[src/rtl/edge_ts_pkg.sv]
package edge_ts_pkg;

    // Default phase resolution: 2^5 = 32 steps per unit interval
    localparam int DEF_PHASE_W = 5;

    // Which phase source feeds the timestamp register
    typedef enum logic {
        SRC_COUNT = 1'b0,
        SRC_TAPS  = 1'b1
    } phase_src_e;

    // Edge detector output carried to the capture register
    typedef struct packed {
        logic seen;   // a transition was sampled this cycle
        logic level;  // level the data moved to
    } edge_ev_t;

    // Number of phase steps for a given counter width
    function automatic int unsigned steps_of(input int unsigned w);
        return 32'd1 << w;
    endfunction

endpackage

[src/rtl/phase_counter.sv]
module phase_counter #(
    parameter int W = 5
) (
    input  logic         clk,
    input  logic         rst,
    output logic [W-1:0] phase
);
    // Free running; with a power-of-two range the natural wrap is one UI
    always_ff @(posedge clk) begin
        if (rst) phase <= '0;
        else     phase <= phase + 1'b1;
    end
endmodule

[src/rtl/edge_detect.sv]
module edge_detect
    import edge_ts_pkg::*;
(
    input  logic     clk,
    input  logic     din,
    output edge_ev_t ev
);
    logic prev_q;

    // Tracks the input during reset too, so release raises no false edge
    always_ff @(posedge clk) begin
        prev_q <= din;
    end

    always_comb begin
        ev.seen  = din ^ prev_q;
        ev.level = din;
    end
endmodule

[src/rtl/therm_coder.sv]
module therm_coder #(
    parameter int W    = 5,
    parameter int TAPS = 32
) (
    input  logic [TAPS-1:0] taps,
    output logic [W-1:0]    code
);
    // run[i] stays high only while every tap from 0 to i is high,
    // so anything past the first zero is masked out
    logic [TAPS-1:0] run;
    logic [W:0]      ones;

    assign run[0] = taps[0];
    generate
        for (genvar i = 1; i < TAPS; i++) begin : g_run
            assign run[i] = run[i-1] & taps[i];
        end
    endgenerate

    always_comb begin
        ones = '0;
        for (int i = 0; i < TAPS; i++) begin
            ones = ones + {{W{1'b0}}, run[i]};
        end
        // A full count of TAPS needs the extra bit; clamp it to the top step
        if (ones[W]) code = '1;
        else         code = ones[W-1:0];
    end
endmodule

[src/rtl/edge_phase_stamp.sv]
module edge_phase_stamp
    import edge_ts_pkg::*;
#(
    parameter int PHASE_W = DEF_PHASE_W,
    parameter int TAPS    = int'(steps_of(PHASE_W))
) (
    input  logic               clk,
    input  logic               rst,
    input  logic               data_in,
    input  logic               src_tap,
    input  logic [TAPS-1:0]    tap_snap,
    output logic               stamp_valid,
    output logic [PHASE_W-1:0] stamp_phase,
    output logic               stamp_rising
);
    logic [PHASE_W-1:0] cnt_phase;
    logic [PHASE_W-1:0] tap_phase;
    logic [PHASE_W-1:0] sel_phase;
    edge_ev_t           ev;
    phase_src_e         src;

    phase_counter #(.W(PHASE_W)) u_cnt (
        .clk   (clk),
        .rst   (rst),
        .phase (cnt_phase)
    );

    edge_detect u_edge (
        .clk (clk),
        .din (data_in),
        .ev  (ev)
    );

    therm_coder #(.W(PHASE_W), .TAPS(TAPS)) u_coder (
        .taps (tap_snap),
        .code (tap_phase)
    );

    assign src = phase_src_e'(src_tap);

    always_comb begin
        unique case (src)
            SRC_TAPS:  sel_phase = tap_phase;
            default:   sel_phase = cnt_phase;
        endcase
    end

    // Capture register: one stamp per sampled transition
    always_ff @(posedge clk) begin
        if (rst) begin
            stamp_valid  <= 1'b0;
            stamp_phase  <= '0;
            stamp_rising <= 1'b0;
        end else begin
            stamp_valid <= ev.seen;
            if (ev.seen) begin
                stamp_phase  <= sel_phase;
                stamp_rising <= ev.level;
            end
        end
    end
endmodule

[config.mk]
export PLATFORM = sky130hd
export DESIGN_NAME = edge_phase_stamp
export DESIGN_NICKNAME = d
export VERILOG_FILES = /design/src/rtl/edge_ts_pkg.sv /design/src/rtl/phase_counter.sv /design/src/rtl/edge_detect.sv /design/src/rtl/therm_coder.sv /design/src/rtl/edge_phase_stamp.sv
export SDC_FILE = /design/constraint.sdc
export NUM_CORES = 1
export LEC_CHECK = 0
export BUFFER_PORTS_ARGS = -buffer_cell sky130_fd_sc_hd__clkbuf_2
export CAP_MARGIN = 10
export CORE_MARGIN = 4
export CORE_UTILIZATION = 40
export DETAILED_ROUTE_END_ITERATION = 8
export PLACE_DENSITY_LB_ADDON = 0.12
export SYNTH_ARGS = -nofsm -noshare
export SYNTH_HDL_FRONTEND = slang
export SYNTH_SLANG_ARGS = --single-unit
[constraint.sdc]
create_clock -name clk -period 11.6 [get_ports clk]
set_clock_uncertainty 0.1 [all_clocks]
set_input_delay 1.16 -clock clk [delete_from_list [all_inputs] [get_ports clk]]
set_output_delay 1.16 -clock clk [all_outputs]
set_load 0.005 [all_outputs]
=== Word-level counts from Yosys, hierarchy flattened ===
Index checks and enable logic that the tools add are counted.

* Add/sub/neg operators: 32
* Muxes and demuxes: 2
* Bitwise gates (word level): 32

{| class="wikitable"
|+ Operators with widths
! kind !! number
|-
| 6-bit by 1-bit adder with 6-bit output || 30
|-
| 1-bit bitwise AND || 31
|-
| 5-bit two-way mux || 2
|-
| 5-bit by 1-bit adder with 5-bit output, second input constant || 1
|-
| 1-bit by 1-bit adder with 2-bit output || 1
|-
| 1-bit bitwise XOR || 1
|}

* Register bits: 13
* Input bits: 36
* Output and inout bits: 7
* Word-level logic and storage cells: 71

=== Depth between registers and ports, before layout ===
Gate-level depths: netlist of the first run.

* Depth after elaboration: 34
* Mapped depth: 20
* Depth with buffers taken out: 19

=== By module ===
From an unflattened synthesis of the first run, not the netlist that was laid out.

* Cells, all modules: 164
* Area total of the unflattened synthesis: 1554.0 µm²

{| class="wikitable"
|+ Modules (own cells, without submodules)
! module !! times used !! cells an instance !! area an instance (µm²) !! sequential area each (µm²)
|-
| therm_coder || 1 || 116 || 1037.2 || 0.0
|-
| edge_phase_stamp || 1 || 27 || 285.3 || 140.1
|-
| phase_counter || 1 || 18 || 195.2 || 100.1
|-
| edge_detect || 1 || 3 || 36.3 || 20.0
|}

=== Worst setup path before layout of the first run ===
OpenSTA, ideal clock, no wires.

* Kind: input -> register
* From: in tap_snap[2]
* To: reg stamp_phase[2]
* Setup time: 128 ps
* Data arrival time: 6427 ps
* Path slack: 4944 ps
* Stages: 17
* Cell sequence: and3_1 -> buf_6 -> nand4_4 -> nor4_4 -> and3_1 -> fa_1 -> fa_1 -> fa_1 -> fa_1 -> fa_1 -> fa_1 -> inv_1 -> fa_1 -> fa_1 -> xnor2_1 -> a2111oi_0 -> o31ai_1

* Longest elaborated chain between the ends: 33
* Elaborated cells between the ends (all ways): 62

{| class="wikitable"
|+ Ends and longest elaborated chain
! what !! line !! RTL
|-
| start, declared || edge_phase_stamp.sv:11 || <nowiki>input logic [TAPS-1:0] tap_snap,</nowiki>
|-
| 1-bit bitwise AND * || therm_coder.sv:16 || <nowiki>assign run[i] = run[i-1] & taps[i];</nowiki>
|-
| 6-bit by 1-bit adder with 6-bit output / 1-bit bitwise AND (equally long branches) (29 in series) || therm_coder.sv:23, therm_coder.sv:16 ||
|-
| 6-bit by 1-bit adder with 6-bit output * || therm_coder.sv:23 || <nowiki>ones = ones + {{W{1'b0}}, run[i]};</nowiki>
|-
| 5-bit two-way mux * || therm_coder.sv:26 || <nowiki>if (ones[W]) code = '1;</nowiki>
|-
| 5-bit two-way mux * || edge_phase_stamp.sv:42 || <nowiki>unique case (src)</nowiki>
|-
| end signal, assigned || edge_phase_stamp.sv:57 || <nowiki>stamp_phase <= sel_phase;</nowiki>
|-
| end, declared || edge_phase_stamp.sv:13 || <nowiki>output logic [PHASE_W-1:0] stamp_phase,</nowiki>
|}

Every way passes the cells marked *; elsewhere a longest branch is shown, timed or not.
A chain may end at the register's enable or synchronous reset.

=== Worst setup path in the final report of the first run ===
* From: in tap_snap[0]
* To: reg stamp_phase[2]

* Longest elaborated chain between the ends: 34
* Elaborated cells between the ends (all ways): 64

{| class="wikitable"
|+ Ends and longest elaborated chain
! what !! line
|-
| 1-bit bitwise AND || therm_coder.sv:16
|-
| 1-bit by 1-bit adder with 2-bit output / 1-bit bitwise AND (equally long branches) || therm_coder.sv:23, therm_coder.sv:16
|-
| 6-bit by 1-bit adder with 6-bit output / 1-bit bitwise AND (equally long branches) (29 in series) || therm_coder.sv:23, therm_coder.sv:16
|-
| 6-bit by 1-bit adder with 6-bit output * || therm_coder.sv:23
|-
| 5-bit two-way mux * || therm_coder.sv:26
|-
| 5-bit two-way mux * || edge_phase_stamp.sv:42
|}

Marks and branches as above.

==> results of run 1 <==
==> synthesized netlist by cell type, drive strengths merged <==
cell     count
nand2       15
and4b        1
o21ai        5
and4         1
or2          1
o211ai       2
dfxtp       13
fa          24
buf          1
nor3         2
inv         24
nor2b        3
xor2         3
nor2         9
clkbuf       2
nand4        3
mux2i        1
nand3        9
ha           8
xnor2        2
a22oi        1
o31ai        3
nand3b       5
and2         7
a21oi        5
and3        12
a211oi       1
nor4         1
a2111oi      2
or2b         1
==> sequential cells by signal, indices dropped and copies added (netlist names) <==
register / count
stamp_phase: 5
stamp_rising: 1
stamp_valid: 1
u_cnt.phase: 5
u_edge.prev_q: 1
==> cell families (layout without fill, tap and decap cells) <==
kind of cell	Yosys count	count (layout)
fa+ha+maj	32	32
simple gates	70	70
mux	1	1
compound gates	19	19
buf+inv	27	70
flops	13	13
xor+xnor	5	5
==> layer usage <==
| layer | track usage | part of all wire | wire length [um] | vias to the layer above |
|---|---|---|---|---|
| li1 | - | - | - | 640 |
| met1 | 0.190 | 0.49 | 1520 | 594 |
| met2 | 0.205 | 0.45 | 1390 | 36 |
| met3 | 0.0388 | 0.059 | 184 | 4 |
| met4 | 0.0255 | 0.0067 | 21 | 0 |
| met5 | 0 | 0 | 0 | - |
==> worst min-delay path, delay by kind of cell, from the launching register on <==
family,cells,cell delay (ns)
AO/OA/AOI/OAI,1,0.05
AND/OR/NAND/NOR,1,0.04
flip-flops,1,0.32
==> power groups by stage <==
stage | combinational (mW) | clock (mW) | sequential (mW)
floorplan | 0.0139 | 0 | 0.0498
global placement | 0.0239 | 0 | 0.0499
detailed placement | 0.0247 | 0 | 0.0501
CTS | 0.0248 | 0.0414 | 0.0492
global route | 0.0281 | 0.0452 | 0.0495
finish | 0.0244 | 0.0402 | 0.0492
==> final timing paths <==
kind                       start             end
hold reg to reg   stamp_phase[1]  stamp_phase[1]
setup / recovery     tap_snap[0]  stamp_phase[2]
setup reg to reg   u_edge.prev_q  stamp_phase[3]
hold / removal    stamp_phase[1]  stamp_phase[1]
==> cell type report <==
| cell class | count | area, um^2 | area share |
|---|---|---|---|
| multi-input cells | 127 | 1170 | 0.637 |
| inverters | 24 | 90.1 | 0.0491 |
| flip-flops and latches | 13 | 260 | 0.142 |
| clock buffers | 4 | 45.0 | 0.0245 |
| well taps | 48 | 60.1 | 0.0327 |
| repair buffers | 42 | 210 | 0.115 |
==> placed cells by master (no fill, tap or decap), drive strengths merged, types with 2 or more instances in the layout <==
cell	synthesis	final
and2	7	7
nand2	15	15
nand4	3	3
xor2	3	3
fa	24	24
o21ai	5	5
clkbuf	2	46
ha	8	8
nand3	9	9
and3	12	12
nor3	2	2
a21oi	5	5
o211ai	2	2
o31ai	3	3
nand3b	5	5
nor2b	3	3
inv	24	24
dfxtp	13	13
a2111oi	2	2
xnor2	2	2
nor2	9	9
==> impl_metrics.toml, run 1 <==
[worst_setup_path]
crit_required_ns = 11.62
crit_type = "in -> reg"
crit_cells = 17
critPathLaunchType = "input port"
r2r_cells = 4
cp_max_fo = 8
path_buf_inv = 2
ff2ff_setup_slack_ns = 10.08
cp_top_family = "adder cells"
cp_slowest_cell = "nor4_4"
slowest_delay_ns = 0.52
cp_common_cell = "fa_1"
worst_setup_path_end_kind = "flop"
arrival_ns = 6.95
path_cells = "clkbuf_2 -> and3_1 -> nand4_4 -> nor4_4 -> and3_1 -> fa_1 -> fa_1 -> fa_1 -> fa_1 -> fa_1 -> fa_1 -> inv_1 -> fa_1 -> fa_1 -> xnor2_1 -> a2111oi_0 -> o31ai_1"

[cells_and_area]
final_util = 0.498
final_layout_size_suffix_gt1_frac = 0.257
diodes = 0
syn_to_final_growth_pct = 19.3
nets = 279
nFillCells = 395
post-route-cell-area_mm2 = 0.00184
final_cells = 258

[timing]
min_period_ns = 6.93
hold-worst-slack_ns = 0.353
rsz0062_at_grt = "no"
finalSetupViolations = 0
maxSlewHeadroom = 0.686
hold_viol = 0
fmax_mhz = 144
tightest_slew_ns = 0.468
period_share = 0.597
setup_slack_ns = 4.67
slew_viol_final = 0
finalSetupTns_ns = 0

[power]
p_comb_frac = 0.215
seqPwrFrac = 0.432
p_int_mw = 0.0835
power_mw = 0.114
ir_worst_vdd_mv = 0.0504
switchingPower_mw = 0.0303
p_leak_nw = 0.970
pwr-share-clk = 0.353
swShare = 0.266
power.density_mw_per_mm2 = 62.0

[die]
rows = 22
fp.coreArea_mm2 = 0.00369
fp.dieW_um = 70.0
io_pins = 43
die-area_mm2 = 0.00490
initial_core_util = 0.417
fp.dieH_um = 70.0

[clocking]
cts_setup_buffers = 0
cts_buffer_depth = 2
cts_sinks = 13
numCtsBuffers = 3
clk_latency_ns = 0.24
cts_hold_buf = 0
path_clk_slew_ns = 0.05
htree_levels = 1
cts_tree = "built"
root_buffer = "clkbuf_8"
cts_resized = 0

[yosys]
synth_top_family_by_area = "adder cells"
yosysTopAreaCell = "fa_1"
synth_compound_area_frac = 0.0780
synth-seq-cells = 13
yosys_warnings = 0
avgSynthCellArea_um2 = 9.22
synthSimpleGateAreaFrac = 0.270
synth_cells = 167
synth.distinct_cells = 33
synth_xor_area_frac = 0.0285
syn-cell-area_mm2 = 0.00154
ys_seq_area_frac = 0.169
synth_adder_area_share = 0.377
muxShareOfSynthArea = 0.00650
syn-num-nets = 235
synthTopCellsByArea = "fa_1 (31%), dfxtp_1 (17%), ha_1 (6.5%)"
synth_top_cell_area_share = 0.312

[outcome]
status = "complete, no violations"

[route]
via_per_inst = 4.94
dr.pass1.iters = 4
dr.first_iter.drc_count = 70
totalWireLength_mm = 3.12
routedWlPerCell_um = 12.1
drc = 0
vias = 1274
final_antenna_net_count = 0

[placed_design]
numPortBuffers = 42
dp.cells = 254
pre_cts_ws_ns = 4.40
place_area_mm2 = 0.00179
gp_routability_congestion = 0.741
post-dp-hpwl_mm = 2.81

[min_path]
min_delay_path_depth = 2
hold_path.class = "reg -> reg"

[grt]
track_usage = 0.134
antenna_found_initial = 0
grt_pass1_wl_mm = 5.37
grt_max_degree = 12
first_global_vias = 1224
grt_overflow = 0

[flow_run]
drv_cap = 0
(Power assumes the default switching activity.)
==> inputs of run 2 (changes only) <==
--- a/config.mk
+++ b/config.mk
@@ -5,6 +5,7 @@
 export SDC_FILE = /design/constraint.sdc
 export NUM_CORES = 1
 export LEC_CHECK = 0
+export ABC_AREA = 1
 export BUFFER_PORTS_ARGS = -buffer_cell sky130_fd_sc_hd__clkbuf_2
 export CAP_MARGIN = 10
 export CORE_MARGIN = 4
==> constraint.sdc (replaced) <==
create_clock -name clk -period 6.35 [get_ports clk]
set_clock_uncertainty 0.1 [all_clocks]
set_input_delay 0.635 -clock clk [delete_from_list [all_inputs] [get_ports clk]]
set_output_delay 0.635 -clock clk [all_outputs]
set_load 0.005 [all_outputs]
==> run 2 against run 1 <==
Core utilization is 12 points higher. The flow now finishes with violations (setup timing). Critical path type unchanged. First-iteration DRC count is 76% lower. Largest power group unchanged. Power increased by 89%. Global-route usage is 0.67 points higher. Synthesized area grew 2.5%.
==> impl_metrics.toml, run 2 <==
[outcome]
status = "finished, violations left"
violations = "setup timing"

[worst_setup_path]
ff2ff_setup_slack_ns = 5.04
r2r_cells = 6
cp_max_fo = 3
cp_top_family = "adder cells"
critPathLaunchType = "input port"
worst_setup_path_end_kind = "flop"
crit_required_ns = 6.38
r2r_end = "stamp_phase[2]"
path_buf_inv = 4
worstReg2RegStart = "u_edge.prev_q"
arrival_ns = 6.70
crit_type = "in -> reg"
cp_slowest_cell = "fa_2"
slowest_delay_ns = 0.54

[clocking]
numCtsBuffers = 3
cts_tree = "built"
cts_hold_buf = 0
cts_buffer_depth = 2
clk_latency_ns = 0.24
path_clk_slew_ns = 0.05
cts_sinks = 13
root_buffer = "clkbuf_8"
htree_levels = 1

[yosys]
synth_cells = 178
synth-seq-cells = 13
synth_compound_area_frac = 0.0603
synth_ff_type = "dfxtp_1"
yosys_warnings = 0
synthArstFlopShare = 0
avgSynthCellArea_um2 = 8.86
synthTopCellsByArea = "fa_1 (30%), dfxtp_1 (16%), inv_1 (13%)"
synth_top_cell_area_share = 0.305
syn-num-nets = 246
muxShareOfSynthArea = 0
synth_adder_area_share = 0.368
yosysTopAreaCell = "fa_1"
yosysMostFrequentCell = "inv_1"
synth.distinct_cells = 20
synth-edff-count = 0
synthSimpleGateAreaFrac = 0.262
ys_seq_area_frac = 0.165
synth_xor_area_frac = 0.0167
synth_common_cells = "inv_1 (53), fa_1 (24), nand2_1 (17)"
synth_top_family_by_area = "adder cells"
syn-cell-area_mm2 = 0.00158

[timing]
tightest_slew_ns = 0.430
rsz0062_at_grt = "yes"
min_period_ns = 6.66
hold_viol = 0
maxSlewHeadroom = 0.712
finalSetupViolations = 2
period_share = 1.05
fmax_mhz = 150
slew_viol_final = 0
setup_slack_ns = -0.314

[grt]
grt_pass1_wl_mm = 5.82
antenna_found_initial = 0
track_usage = 0.141
grt_overflow = 0
first_global_vias = 1344
grt_max_degree = 10

[cells_and_area]
final_common_cell = "inv_1"
final_cells = 311
syn_to_final_growth_pct = 46.5
post-route-cell-area_mm2 = 0.00231
diodes = 0
final_layout_size_suffix_gt1_frac = 0.449
nets = 332
final_cell_mix = "inv_1 (51), buf_4 (39), clkbuf_2 (38)"
nFillCells = 361
top_regs = "stamp_phase (5), u_cnt.phase (5)"

[die]
io_pins = 43
fp.dieW_um = 70.8
initial_core_util = 0.421
rows = 22
fp.coreArea_mm2 = 0.00374
die-area_mm2 = 0.00501
fp.dieH_um = 70.8

[flow_run]
drv_cap = 0

[min_path]
min_to = "u_cnt.phase[0]"
hold_path.class = "reg -> reg"
min_delay_path_depth = 1
min_from = "u_cnt.phase[0]"

[placed_design]
gp_routability_congestion = 0.724
dp.cells = 293
post-dp-hpwl_mm = 2.66
pre_cts_ws_ns = -0.795
numPortBuffers = 42
place_area_mm2 = 0.00206

[route]
final_antenna_net_count = 0
dr.pass1.iters = 4
drc = 0
routedWlPerCell_um = 10.4
dr.first_iter.drc_count = 17
totalWireLength_mm = 3.23
vias = 1365
via_per_inst = 4.39

[power]
power.density_mw_per_mm2 = 93.0
p_leak_nw = 1.28
power_mw = 0.215
ir_worst_vdd_mv = 0.113
run 2: routing by layer:
metal  global-route usage  routed length, um  vias to the layer above  share of wire
met4               0.0251                 12                        0         0.0037
met2                0.223               1650                       20           0.51
li1                     -                  -                      711              -
met1                0.207               1450                      632           0.45
met5                    0                  0                        -              0
met3               0.0213                117                        2          0.036
run 2: what timing repair did:
item | CTS | global route
setup buffers | 13 | 4
pin swaps | 12 | 9
setup endpoints to repair | 5 | 5
gates resized for setup | 24 | 14
run 2: logic make-up after synthesis:
group,Yosys count
flip-flops,13
AO/OA/AOI/OAI,18
AND/OR/NAND/NOR,58
buffers and inverters,54
adder cells (fa/ha/maj),32
XOR/XNOR,3
run 2: worst reg2reg max path: stages (launching register included):
cell	delay [ns]
dfxtp_1	0.30
nand2_1	0.08
inv_1	0.04
nor2_1	0.33
nor2_1	0.13
o21ai_0	0.12
o21ai_1	0.10
run 2: cell type report:
cell class | count | area, um^2 | share of cell area
Clock buffer | 4 | 45.0 | 0.0195
Inverter | 53 | 199 | 0.0861
Multi-Input combinational cell | 111 | 1200 | 0.518
Sequential cell | 13 | 260 | 0.113
Tap cell | 48 | 60.1 | 0.0260
Timing Repair Buffer | 82 | 551 | 0.238
run 2: worst max-delay path by stage:
stage,slack [ns],endpoint,cells after the start,start
floorplan,-0.48,stamp_phase[4],32,tap_snap[3]
global placement,-0.74,stamp_phase[4],33,tap_snap[2]
CTS,-0.35,stamp_phase[4],33,tap_snap[3]
detailed placement,-0.79,stamp_phase[4],33,tap_snap[2]
finish,-0.31,stamp_phase[4],33,tap_snap[3]
global route,-0.66,stamp_phase[4],33,tap_snap[3]
run 2: per-stage QoR:
stage / util / setup TNS (ns) / hold slack, ns
after CTS: 0.607 / -1.12 / 0.379
after floorplan: - / -1.32 / 0.327
final: 0.617 / -0.315 / 0.373
after detailed placement: 0.550 / -2.97 / 0.368
after global routing: 0.617 / -1.77 / 0.406
after global placement: 0.550 / -2.90 / 0.345
run 2: power breakdown:
part	leakage (nW)	internal, mW	switching (mW)	total, mW
clock	0.0228	0.0443	0.0290	0.0733
sequential	0.107	0.0860	0.00262	0.0887
combinational	1.15	0.0254	0.0276	0.0529
